## config.mk

```make
export PLATFORM = sky130hd
export DESIGN_NAME = tmr_cmp_unit
export DESIGN_NICKNAME = d
export VERILOG_FILES = /design/src/rtl/tmr_cmp_pkg.sv /design/src/rtl/tmr_cmp_counter.sv /design/src/rtl/tmr_cmp_chan.sv /design/src/rtl/tmr_cmp_regs.sv /design/src/rtl/tmr_cmp_unit.sv
export SDC_FILE = /design/constraint.sdc
export NUM_CORES = 1
export LEC_CHECK = 0
export BUFFER_PORTS_ARGS = -buffer_cell sky130_fd_sc_hd__buf_4
export CORE_MARGIN = 2
export CORE_UTILIZATION = 58
export CTS_CLUSTER_DIAMETER = 100
export CTS_CLUSTER_SIZE = 10
export DETAILED_ROUTE_END_ITERATION = 10
export PLACE_DENSITY = 0.81
export RECOVER_POWER = 100
export REMOVE_ABC_BUFFERS = 1
export SYNTH_ARGS = -nofsm -noshare
export SYNTH_HDL_FRONTEND = slang
export SYNTH_HIERARCHICAL = 1
export SYNTH_SLANG_ARGS = --single-unit
```

## constraint.sdc

```tcl
create_clock -name clk -period 2.6 [get_ports clk]
set_input_delay 0.13 -clock clk [delete_from_list [all_inputs] [get_ports clk]]
set_output_delay 0.13 -clock clk [all_outputs]
set_load 0.05 [all_outputs]
```

## src/rtl/tmr_cmp_pkg.sv

```systemverilog
package tmr_cmp_pkg;
   localparam int REG_AW = 5;
   localparam int N_TMR  = 2;

   localparam logic [REG_AW-1:0] ADR_CTRL = 5'd0;
   localparam logic [REG_AW-1:0] ADR_RLD0 = 5'd1;
   localparam logic [REG_AW-1:0] ADR_RLD1 = 5'd2;
   localparam logic [REG_AW-1:0] ADR_CNT0 = 5'd3;
   localparam logic [REG_AW-1:0] ADR_CNT1 = 5'd4;
   localparam logic [REG_AW-1:0] ADR_TSEL = 5'd5;
   localparam logic [REG_AW-1:0] ADR_MODE = 5'd6;
   localparam logic [REG_AW-1:0] ADR_LVL  = 5'd7;
   localparam logic [REG_AW-1:0] ADR_XFER = 5'd8;
   localparam logic [REG_AW-1:0] ADR_FLAG = 5'd9;
   localparam logic [REG_AW-1:0] ADR_SHB  = 5'd16;
   localparam logic [REG_AW-1:0] ADR_ACTB = 5'd24;

   localparam int CTL_FRC1 = 4;

   // control word, bit 0 = run0 .. bit 3 = pol_b
   typedef struct packed {
      logic pol_b;
      logic pol_a;
      logic run1;
      logic run0;
   } ctrl_t;

   localparam ctrl_t CTRL_RST = ctrl_t'(4'b1100);

   typedef enum logic {
      MODE_EDGE = 1'b0,
      MODE_SET  = 1'b1
   } cmp_mode_e;
endpackage

```

## src/rtl/tmr_cmp_counter.sv

```systemverilog
module tmr_cmp_counter #(
   parameter int CNT_W = 16
) (
   input  logic             clk,
   input  logic             rst_n,
   input  logic             run,
   input  logic             frc,
   input  logic             ld,
   input  logic [CNT_W-1:0] ld_val,
   input  logic [CNT_W-1:0] reload,
   output logic [CNT_W-1:0] cnt_q,
   output logic             wrap_now,
   output logic             tick_q,
   output logic             wrap_q
);
   logic at_top;

   assign at_top   = (cnt_q == {CNT_W{1'b1}});
   // a direct load of the count suppresses any wrap in the same edge
   assign wrap_now = !ld && (frc || (run && at_top));

   always_ff @(posedge clk) begin
      if (!rst_n) begin
         cnt_q  <= '0;
         tick_q <= 1'b0;
         wrap_q <= 1'b0;
      end else begin
         tick_q <= !ld && (run || frc);
         wrap_q <= wrap_now;
         if (ld)
            cnt_q <= ld_val;
         else if (wrap_now)
            cnt_q <= reload;
         else if (run)
            cnt_q <= cnt_q + 1'b1;
      end
   end
endmodule

```

## src/rtl/tmr_cmp_chan.sv

```systemverilog
module tmr_cmp_chan
   import tmr_cmp_pkg::*;
#(
   parameter int CNT_W = 16
) (
   input  logic             clk,
   input  logic             rst_n,
   input  logic [CNT_W-1:0] cnt,
   input  logic             tick,
   input  logic             wrap_now,
   input  logic             wrap_q,
   input  logic             sw_xfer,
   input  logic             sh_we,
   input  logic [CNT_W-1:0] sh_wdata,
   input  cmp_mode_e        mode,
   input  logic             m1_lvl,
   input  logic             act_lvl,
   input  logic             flag_clr,
   output logic [CNT_W-1:0] sh_q,
   output logic [CNT_W-1:0] act_q,
   output logic             match,
   output logic             out_q,
   output logic             flag_q
);
   // only a freshly advanced count can match
   assign match = tick && (cnt == act_q);

   always_ff @(posedge clk) begin
      if (!rst_n) begin
         sh_q  <= '0;
         act_q <= '0;
      end else begin
         if (sh_we)
            sh_q <= sh_wdata;
         if (sw_xfer || wrap_now)
            act_q <= sh_q;
      end
   end

   always_ff @(posedge clk) begin
      if (!rst_n) begin
         out_q <= 1'b0;
      end else begin
         case (mode)
            MODE_SET: begin
               if (match)
                  out_q <= m1_lvl;
            end
            default: begin
               if (match)
                  out_q <= act_lvl;
               else if (wrap_q)
                  out_q <= !act_lvl;
            end
         endcase
      end
   end

   always_ff @(posedge clk) begin
      if (!rst_n)
         flag_q <= 1'b0;
      else if (match)
         flag_q <= 1'b1;
      else if (flag_clr)
         flag_q <= 1'b0;
   end
endmodule

```

## src/rtl/tmr_cmp_regs.sv

```systemverilog
module tmr_cmp_regs
   import tmr_cmp_pkg::*;
#(
   parameter int CNT_W = 16,
   parameter int N_CH  = 6
) (
   input  logic                              clk,
   input  logic                              rst_n,
   input  logic                              wr_en,
   input  logic [REG_AW-1:0]                 wr_addr,
   input  logic [CNT_W-1:0]                  wr_data,
   input  logic [REG_AW-1:0]                 rd_addr,
   output logic [CNT_W-1:0]                  rd_data,
   input  logic [N_TMR-1:0][CNT_W-1:0]       cnt_in,
   input  logic [N_CH-1:0][CNT_W-1:0]        sh_in,
   input  logic [N_CH-1:0][CNT_W-1:0]        act_in,
   input  logic [N_CH-1:0]                   flag_in,
   output ctrl_t                             ctrl_q,
   output logic [N_TMR-1:0][CNT_W-1:0]       rld_q,
   output logic [N_TMR-1:0]                  cnt_ld,
   output logic                              frc1,
   output logic [N_CH-1:0]                   tsel_q,
   output logic [N_CH-1:0]                   mode_q,
   output logic [N_CH-1:0]                   lvl_q,
   output logic [N_CH-1:0]                   xfer,
   output logic [N_CH-1:0]                   sh_we,
   output logic [N_CH-1:0]                   flag_clr
);
   logic hit_ctrl, hit_xfer, hit_flag;

   assign hit_ctrl  = wr_en && (wr_addr == ADR_CTRL);
   assign hit_xfer  = wr_en && (wr_addr == ADR_XFER);
   assign hit_flag  = wr_en && (wr_addr == ADR_FLAG);
   assign frc1      = hit_ctrl && wr_data[CTL_FRC1];
   assign cnt_ld[0] = wr_en && (wr_addr == ADR_CNT0);
   assign cnt_ld[1] = wr_en && (wr_addr == ADR_CNT1);
   assign xfer      = hit_xfer ? wr_data[N_CH-1:0] : '0;
   assign flag_clr  = hit_flag ? wr_data[N_CH-1:0] : '0;

   for (genvar i = 0; i < N_CH; i++) begin : g_shw
      assign sh_we[i] = wr_en && (wr_addr == (ADR_SHB + REG_AW'(i)));
   end

   always_ff @(posedge clk) begin
      if (!rst_n) begin
         ctrl_q <= CTRL_RST;
         rld_q  <= '0;
         tsel_q <= '0;
         mode_q <= '0;
         lvl_q  <= '0;
      end else if (wr_en) begin
         case (wr_addr)
            ADR_CTRL: ctrl_q   <= ctrl_t'(wr_data[3:0]);
            ADR_RLD0: rld_q[0] <= wr_data;
            ADR_RLD1: rld_q[1] <= wr_data;
            ADR_TSEL: tsel_q   <= wr_data[N_CH-1:0];
            ADR_MODE: mode_q   <= wr_data[N_CH-1:0];
            ADR_LVL:  lvl_q    <= wr_data[N_CH-1:0];
            default: ;
         endcase
      end
   end

   always_comb begin
      rd_data = '0;
      case (rd_addr)
         ADR_CTRL: rd_data[3:0]      = ctrl_q;
         ADR_RLD0: rd_data           = rld_q[0];
         ADR_RLD1: rd_data           = rld_q[1];
         ADR_CNT0: rd_data           = cnt_in[0];
         ADR_CNT1: rd_data           = cnt_in[1];
         ADR_TSEL: rd_data[N_CH-1:0] = tsel_q;
         ADR_MODE: rd_data[N_CH-1:0] = mode_q;
         ADR_LVL:  rd_data[N_CH-1:0] = lvl_q;
         ADR_FLAG: rd_data[N_CH-1:0] = flag_in;
         default: begin
            for (int i = 0; i < N_CH; i++) begin
               if (rd_addr == (ADR_SHB + REG_AW'(i)))
                  rd_data = sh_in[i];
               if (rd_addr == (ADR_ACTB + REG_AW'(i)))
                  rd_data = act_in[i];
            end
         end
      endcase
   end
endmodule

```

## src/rtl/tmr_cmp_unit.sv

```systemverilog
module tmr_cmp_unit
   import tmr_cmp_pkg::*;
#(
   parameter int CNT_W   = 16,
   parameter int N_CH    = 6,
   parameter int GRP_A_N = 3
) (
   input  logic              clk,
   input  logic              rst_n,
   input  logic              wr_en,
   input  logic [REG_AW-1:0] wr_addr,
   input  logic [CNT_W-1:0]  wr_data,
   input  logic [REG_AW-1:0] rd_addr,
   output logic [CNT_W-1:0]  rd_data,
   output logic [N_CH-1:0]   cmp_out
);
   if (N_CH < 1 || N_CH > 8) begin : g_bad_nch
      $error("tmr_cmp_unit: N_CH must lie in 1..8");
   end
   if (CNT_W < 8 || CNT_W < N_CH) begin : g_bad_w
      $error("tmr_cmp_unit: CNT_W must be at least 8 and at least N_CH");
   end
   if (GRP_A_N < 0 || GRP_A_N > N_CH) begin : g_bad_grp
      $error("tmr_cmp_unit: GRP_A_N must lie in 0..N_CH");
   end

   ctrl_t                        ctrl;
   logic [N_TMR-1:0][CNT_W-1:0]  rld, cnt_v;
   logic [N_TMR-1:0]             cnt_ld, run_v, frc_v, wrapn_v, tick_v, wrapq_v;
   logic                         frc1;
   logic [N_CH-1:0]              tsel_v, mode_v, m1_v, xfer_v, shwe_v, fclr_v;
   logic [N_CH-1:0]              wrap_sel, wrapq_sel, tick_sel, match_v, flag_v, lvl_v;
   logic [N_CH-1:0][CNT_W-1:0]   act_v, sh_v, cnt_sel;

   tmr_cmp_regs #(.CNT_W(CNT_W), .N_CH(N_CH)) regs_i (
      .clk      (clk),
      .rst_n    (rst_n),
      .wr_en    (wr_en),
      .wr_addr  (wr_addr),
      .wr_data  (wr_data),
      .rd_addr  (rd_addr),
      .rd_data  (rd_data),
      .cnt_in   (cnt_v),
      .sh_in    (sh_v),
      .act_in   (act_v),
      .flag_in  (flag_v),
      .ctrl_q   (ctrl),
      .rld_q    (rld),
      .cnt_ld   (cnt_ld),
      .frc1     (frc1),
      .tsel_q   (tsel_v),
      .mode_q   (mode_v),
      .lvl_q    (m1_v),
      .xfer     (xfer_v),
      .sh_we    (shwe_v),
      .flag_clr (fclr_v)
   );

   assign run_v = {ctrl.run1, ctrl.run0};
   assign frc_v = {frc1, 1'b0};

   for (genvar t = 0; t < N_TMR; t++) begin : g_tmr
      tmr_cmp_counter #(.CNT_W(CNT_W)) cnt_i (
         .clk      (clk),
         .rst_n    (rst_n),
         .run      (run_v[t]),
         .frc      (frc_v[t]),
         .ld       (cnt_ld[t]),
         .ld_val   (wr_data),
         .reload   (rld[t]),
         .cnt_q    (cnt_v[t]),
         .wrap_now (wrapn_v[t]),
         .tick_q   (tick_v[t]),
         .wrap_q   (wrapq_v[t])
      );
   end

   for (genvar i = 0; i < N_CH; i++) begin : g_ch
      if (i < GRP_A_N) begin : g_grp_a
         assign lvl_v[i] = ctrl.pol_a;
      end else begin : g_grp_b
         assign lvl_v[i] = ctrl.pol_b;
      end

      assign cnt_sel[i]   = cnt_v[tsel_v[i]];
      assign tick_sel[i]  = tick_v[tsel_v[i]];
      assign wrap_sel[i]  = wrapn_v[tsel_v[i]];
      assign wrapq_sel[i] = wrapq_v[tsel_v[i]];

      tmr_cmp_chan #(.CNT_W(CNT_W)) chan_i (
         .clk      (clk),
         .rst_n    (rst_n),
         .cnt      (cnt_sel[i]),
         .tick     (tick_sel[i]),
         .wrap_now (wrap_sel[i]),
         .wrap_q   (wrapq_sel[i]),
         .sw_xfer  (xfer_v[i]),
         .sh_we    (shwe_v[i]),
         .sh_wdata (wr_data),
         .mode     (cmp_mode_e'(mode_v[i])),
         .m1_lvl   (m1_v[i]),
         .act_lvl  (lvl_v[i]),
         .flag_clr (fclr_v[i]),
         .sh_q     (sh_v[i]),
         .act_q    (act_v[i]),
         .match    (match_v[i]),
         .out_q    (cmp_out[i]),
         .flag_q   (flag_v[i])
      );
   end
endmodule

```

### Word level (Yosys, flattened, before mapping)

Index checks and enable logic that the tools add are counted.

| cells by class | value |
|---|---|
| equality and inequality tests | 49 |
| $add $sub $neg | 2 |
| order comparisons | 6 |
| reduce and logical (&&, ||, !) cells | 65 |
| mux-type cells | 107 |

Operators by type and width:

| operator | number |
|---|---|
| two-way mux 16 bit | 30 |
| == test 16 bit | 6 |
| == test 5 bit, second input constant | 18 |
| two-way mux 1 bit | 72 |
| one-hot mux 10 bit (5 select lines) | 1 |
| == test 5 x 3 -> 1 bit, second input constant | 8 |
| one-hot mux 4 bit (9 select lines) | 1 |
| adder 16 x 1 -> 16 bit, second input constant | 2 |
| == test 16 bit, second input constant | 2 |
| logical AND 1 bit | 24 |
| AND reduction 2 bit | 12 |
| nonzero test 2 bit | 12 |
| == test 5 x 2 -> 1 bit, second input constant | 4 |
| one-hot mux 2 bit (9 select lines) | 1 |
| == test 5 x 4 -> 1 bit, second input constant | 3 |
| less-than comparator 1 x 2 -> 1 bit, second input constant | 6 |
| two-way mux 6 bit | 2 |
| != test 2 x 1 -> 1 bit, second input constant | 6 |
| == test 5 x 1 -> 1 bit, second input constant | 2 |
| logical NOT 5 bit | 2 |
| logical OR 1 bit | 8 |
| nonzero test 3 bit | 2 |
| OR reduction 5 bit | 1 |
| logical NOT 1 bit | 4 |

| word-level totals | value |
|---|---|
| logic and storage cells | 268 |
| output and inout port bits | 22 |
| input bits | 29 |
| flip-flop bits (word level) | 294 |

### Logic depth before layout (Yosys ltp)

| depth | value |
|---|---|
| word-level depth | 14 |
| gate-level depth with buffers | 12 |
| gate-level depth less buffers | 10 |

### Modules after synthesis

The synthesis kept the hierarchy.

By module, submodules not included:

| module | area each (um2) | cells an instance | seq. area each (um2) | instances |
|---|---|---|---|---|
| tmr_cmp_chan | 1520.2 | 163 | 680.7 | 6 |
| tmr_cmp_regs | 5111.2 | 679 | 1081.0 | 1 |
| tmr_cmp_counter | 1318.8 | 169 | 360.3 | 2 |
| tmr_cmp_unit | 1700.4 | 127 | 0.0 | 1 |

### Worst setup path after synthesis

OpenSTA, ideal clock, no wires.

| path | value |
|---|---|
| path kind | reg2reg |
| start | register g_tmr[0].cnt_i.cnt_q[0] |
| end | register g_ch[0].chan_i.act_q[10] |
| clock period less this slack | 2.933 ns |
| cell stages (with the launch flop) | 13 |
| data required time | 2.524 ns |
| setup slack | -0.333 ns |
| setup time | 0.076 ns |
| arrival | 2.857 ns |
| path buffers | 2 |
| cells stage by stage | dfxtp_1 ha_1 nand3_2 or3_4 or2_4 and2_2 nor2_1 mux2_2 or2_2 clkbuf_1 clkbuf_1 nand2_1 a21boi_0 |

| between the ends | value |
|---|---|
| word-level cells in the longest chain between the ends | 6 |

RTL lines:

| element | RTL line | source |
|---|---|---|
| from (decl) | tmr_cmp_counter.sv:11 | `output logic [CNT_W-1:0] cnt_q,` |
| from (signal assigned) | tmr_cmp_counter.sv:31 | `cnt_q <= ld_val;` |
| from (signal assigned) | tmr_cmp_counter.sv:33 | `cnt_q <= reload;` |
| from (signal assigned) | tmr_cmp_counter.sv:35 | `cnt_q <= cnt_q + 1'b1;` |
| == test 16 bit | tmr_cmp_counter.sv:18 | `assign at_top = (cnt_q == {CNT_W{1'b1}});` |
| logical AND 1 bit (2 in series) | tmr_cmp_counter.sv:20 | `assign wrap_now = !ld && (frc \|\| (run && at_top));` |
| named net wrapn_v[0] | tmr_cmp_unit.sv:29 | `logic [N_TMR-1:0] cnt_ld, run_v, frc_v, wrapn_v, tick_v, wrapq_v;` |
| two-way mux 1 bit (implied by the code) (2 in series) | tmr_cmp_unit.sv:87 | `assign wrap_sel[i] = wrapn_v[tsel_v[i]];` |
| named net wrap_sel[0] | tmr_cmp_unit.sv:32 | `logic [N_CH-1:0] wrap_sel, wrapq_sel, tick_sel, match_v, flag_v, lvl_v;` |
| logical OR 1 bit | tmr_cmp_chan.sv:35 | `if (sw_xfer \|\| wrap_now)` |
| to (signal assigned) | tmr_cmp_chan.sv:36 | `act_q <= sh_q;` |
| to (decl) | tmr_cmp_chan.sv:20 | `output logic [CNT_W-1:0] act_q,` |

The timed path passes the listed nets, and every way through them passes these cells. The select of a mux whose other input is x is not followed.
A chain may end at the register's enable or synchronous reset.

### Worst setup path in the final report

| path | value |
|---|---|
| start | register g_ch[0].chan_i.act_q[10] |
| end | output port rd_data[10] |

| between the ends | value |
|---|---|
| word-level cells in the longest chain between the ends | 12 |

RTL lines:

| element | RTL line | source |
|---|---|---|
| two-way mux 16 bit | tmr_cmp_regs.sv:80 | `if (rd_addr == (ADR_ACTB + REG_AW'(i)))` |
| two-way mux 16 bit | tmr_cmp_regs.sv:78 | `if (rd_addr == (ADR_SHB + REG_AW'(i)))` |
| two-way mux 16 bit | tmr_cmp_regs.sv:80 |  |
| two-way mux 16 bit | tmr_cmp_regs.sv:78 |  |
| two-way mux 16 bit | tmr_cmp_regs.sv:80 |  |
| two-way mux 16 bit | tmr_cmp_regs.sv:78 |  |
| two-way mux 16 bit | tmr_cmp_regs.sv:80 |  |
| two-way mux 16 bit | tmr_cmp_regs.sv:78 |  |
| two-way mux 16 bit | tmr_cmp_regs.sv:80 |  |
| two-way mux 16 bit | tmr_cmp_regs.sv:78 |  |
| two-way mux 16 bit | tmr_cmp_regs.sv:80 |  |
| one-hot mux 10 bit (5 select lines) | tmr_cmp_regs.sv:66 | `case (rd_addr)` |
| to (decl) | tmr_cmp_unit.sv:14 | `output logic [CNT_W-1:0] rd_data,` |

Every way passes these cells.

==> flow_metrics.env <==
export IMPL_final_common_cell="nand2_1"
export IMPL_clk_latency_ns=0.56
export IMPL_synth_top_cell_by_area="dfxtp_1"
export IMPL_area_delta_synth_final_pct=13.7
export IMPL_synthCells=2122
export IMPL_ys_seq_elements=294
export IMPL_drt_wl_total_mm=80.1
export IMPL_max_slew_worst_pin_slew_ns=1.25
export IMPL_cts_root_buf="clkbuf_16"
export IMPL_setup_viol=2
export IMPL_die_w_microns=183
export IMPL_ys_flop_type="dfxtp_1"
export IMPL_end_kind="output pin"
export IMPL_grt_use_total=0.470
export IMPL_worstPathRequired_ns=2.47
export IMPL_ys_seq_area_frac=0.317
export IMPL_drtPass1Iterations=6
export IMPL_grt_pass1_vias=17003
export IMPL_wl_per_cell_microns=30.2
export IMPL_tns_ns=-0.0366
export IMPL_synth_distinct_cells=91
export IMPL_io_pin_count=51
export IMPL_use_met2=0.685
export IMPL_vias=17878
export IMPL_dp_hpwl_mm=54.3
export IMPL_maxSlewHeadroom=0.168
export IMPL_crit_fanout=3
export IMPL_cts_buffers=35
export IMPL_layout_common_cells="nand2_1 (391), dfxtp_1 (287), buf_4 (174)"
export IMPL_violations="negative setup slack"
export IMPL_dpl_worst_slack_ns=-0.216
export IMPL_hold_path_class="in -> reg"
export IMPL_report_final_slew_viol_count=0
export IMPL_max_freq_mhz=380
export IMPL_period_minus_slack_ns=2.63
export IMPL_clk_pin_slew_ns=0.06
export IMPL_place_congestion=1.05
export IMPL_yosysWarnings=6
export IMPL_placed_cells=2595
export IMPL_peakVddDrop_mv=0.484
export IMPL_drive_above_1_share=0.199
export IMPL_critPathArrivalTime_ns=2.50
export IMPL_cts_tree="yes"
export IMPL_netlist_area_sq_um=18600
export IMPL_grt_ovfl_total=0
export IMPL_die_area_sq_um=33500
export IMPL_power_total_mw=10.4
export IMPL_maxCapViolations=0
export IMPL_finalCritPeriodShare=1.01
export IMPL_critPathKind="reg -> out"
export IMPL_powerDensity_nw_per_um2=493
export IMPL_hold_violations=0
export IMPL_ys_top_cells_by_area="dfxtp_1 (32%), nand2_1 (7.9%), mux2i_1 (7.7%), nor2b_1 (5.0%), mux2_4 (4.9%)"
export IMPL_grt_pass1_wl_mm=114
export IMPL_grt_antenna_before_repair=3
export IMPL_synth_edff_count=0
export IMPL_port_buffers=50
export IMPL_p_leak_nw=7.79
export IMPL_syn_area_per_cell_sq_um=8.75
export IMPL_core_sq_um=31600
export IMPL_fin_cells=2652
export IMPL_holdWs_ns=0.0265
export IMPL_initial_core_util=0.589
export IMPL_drc_errors=0
export IMPL_busiest_layer="met2"
export IMPL_rows=65
export IMPL_grtUsageMet1=0.570
export IMPL_fin_worst_skew_ns=0.0297
export IMPL_drt_iter0_drc=2398
export IMPL_startpoint_type="flop"
export IMPL_die_h_microns=183
export IMPL_finalNetCount=2274
export IMPL_fillCellCount=2639
export IMPL_grt_max_degree=103
export IMPL_netlist_area_leader_share=0.317
export IMPL_cts_buffer_depth=3
export IMPL_cp_slowest_cell="o211ai_1"
export IMPL_async_reset_ff_frac=0
export IMPL_cts_sinks=294
export IMPL_h_tree_depth=2
export IMPL_layout_setup_ws_ns=-0.0335
export IMPL_worstPathCellList="mux2i_2 -> a2bb2oi_2 -> o211ai_1 -> a31oi_4 -> o41ai_2 -> buf_4"
export IMPL_via_per_inst=6.74
export IMPL_crit_path_max_incr_delay_ns=0.47
export IMPL_met3_usage=0.168
export IMPL_ant_nets=0
export IMPL_outcome="complete, but fails checks"
what timing repair did:
action | 4_1_cts | 5_1_grt
pin swaps | 0 | 9
buffers inserted | 0 | 4
endpoints found under the hold margin | 10 | 0
setup endpoints to repair | 55 | 83
gates resized for setup | 15 | 33
gates cloned | 0 | 3
hold buffers | 6 | 0
flip-flops by register name (all words and copies together), names as in the netlist:
register / count
regs_i/mode_q: 6
g_tmr.cnt_i/wrap_q: 2
regs_i/tsel_q: 6
g_ch.chan_i/out_q: 6
regs_i/lvl_q: 6
g_ch.chan_i/flag_q: 6
regs_i/rld_q: 32
regs_i/ctrl_q: 4
g_tmr.cnt_i/tick_q: 2
g_tmr.cnt_i/cnt_q: 32
g_ch.chan_i/sh_q: 96
g_ch.chan_i/act_q: 96
cell usage after synthesis, drive strengths merged, types with 22 or more instances:
| master | count |
|---|---|
| a22oi | 32 |
| nor2b | 149 |
| a21oi | 56 |
| mux2i | 142 |
| clkbuf | 62 |
| nor4 | 29 |
| o21ai | 51 |
| a22o | 24 |
| xnor2 | 60 |
| inv | 22 |
| dfxtp | 294 |
| nor3 | 28 |
| nor2 | 61 |
| xor2 | 64 |
| a21boi | 139 |
| nand3 | 42 |
| o22ai | 23 |
| o221ai | 27 |
| nand2 | 392 |
| buf | 71 |
| mux2 | 131 |
stage by stage:
stage | util | cell area [sq um]
2_1_floorplan | - | 17800
3_3_place_gp | 0.634 | 20000
3_5_place_dp | 0.634 | 20000
4_1_cts | 0.668 | 21100
5_1_grt | 0.669 | 21100
6_report | 0.669 | 21100
power breakdown:
group | internal [mW] | switching [mW]
Combinational | 0.483 | 0.922
Clock | 2.41 | 1.98
Sequential | 4.56 | 0.0500
cell type report:
class                      instances  area [sq um]  area share
antenna                            5          12.5    0.000593
clock buffer                      35           876      0.0415
inverter                          22          82.6     0.00391
clock inverter                     4          63.8     0.00302
tap                              402           503      0.0238
multi-input combinational       1678         12000       0.567
sequential                       294          5890       0.279
timing repair buffer             212          1710      0.0811
logic make-up (layout without fill, tap and decap cells):
family / Yosys count / in the layout / share of synthesized area
other: 1 / 9 / 0.000202
and+or+nand+nor: 810 / 812 / 0.223
AOI/OAI and AO/OA: 459 / 459 / 0.181
buffers and inverters: 155 / 273 / 0.0466
adders and majority gates: 2 / 2 / 0.00135
xor gates and xnor gates: 124 / 124 / 0.0585
muxes: 277 / 277 / 0.173
DFF: 294 / 294 / 0.317
layer usage:
metal / routed length, microns / vias up
li1: - / 7784
met1: 29900 / 8478
met2: 32900 / 1235
met3: 10000 / 381
met4: 7270 / 0
met5: 0 / -
path summary, 6_finish.rpt:
kind / startpoint / endpoint / slack [ns] / cells past startpoint
setup / recovery: g_ch[0].chan_i/act_q[10] / rd_data[10] / -0.03 / 6
hold / removal: wr_data[4] / regs_i/tsel_q[4] / 0.03 / 5
setup reg to reg: g_tmr[0].cnt_i/cnt_q[0] / g_ch[3].chan_i/act_q[10] / 0.05 / 12
hold reg to reg: g_ch[0].chan_i/sh_q[14] / g_ch[0].chan_i/act_q[14] / 0.47 / 2
critical path, delay by kind of cell (launching register included):
kind	cells	cell delay (ns)
AOI/OAI and AO/OA	4	1.23
buffers and inverters	1	0.26
DFF	1	0.36
muxes	1	0.09
(Power assumes the default switching activity.)
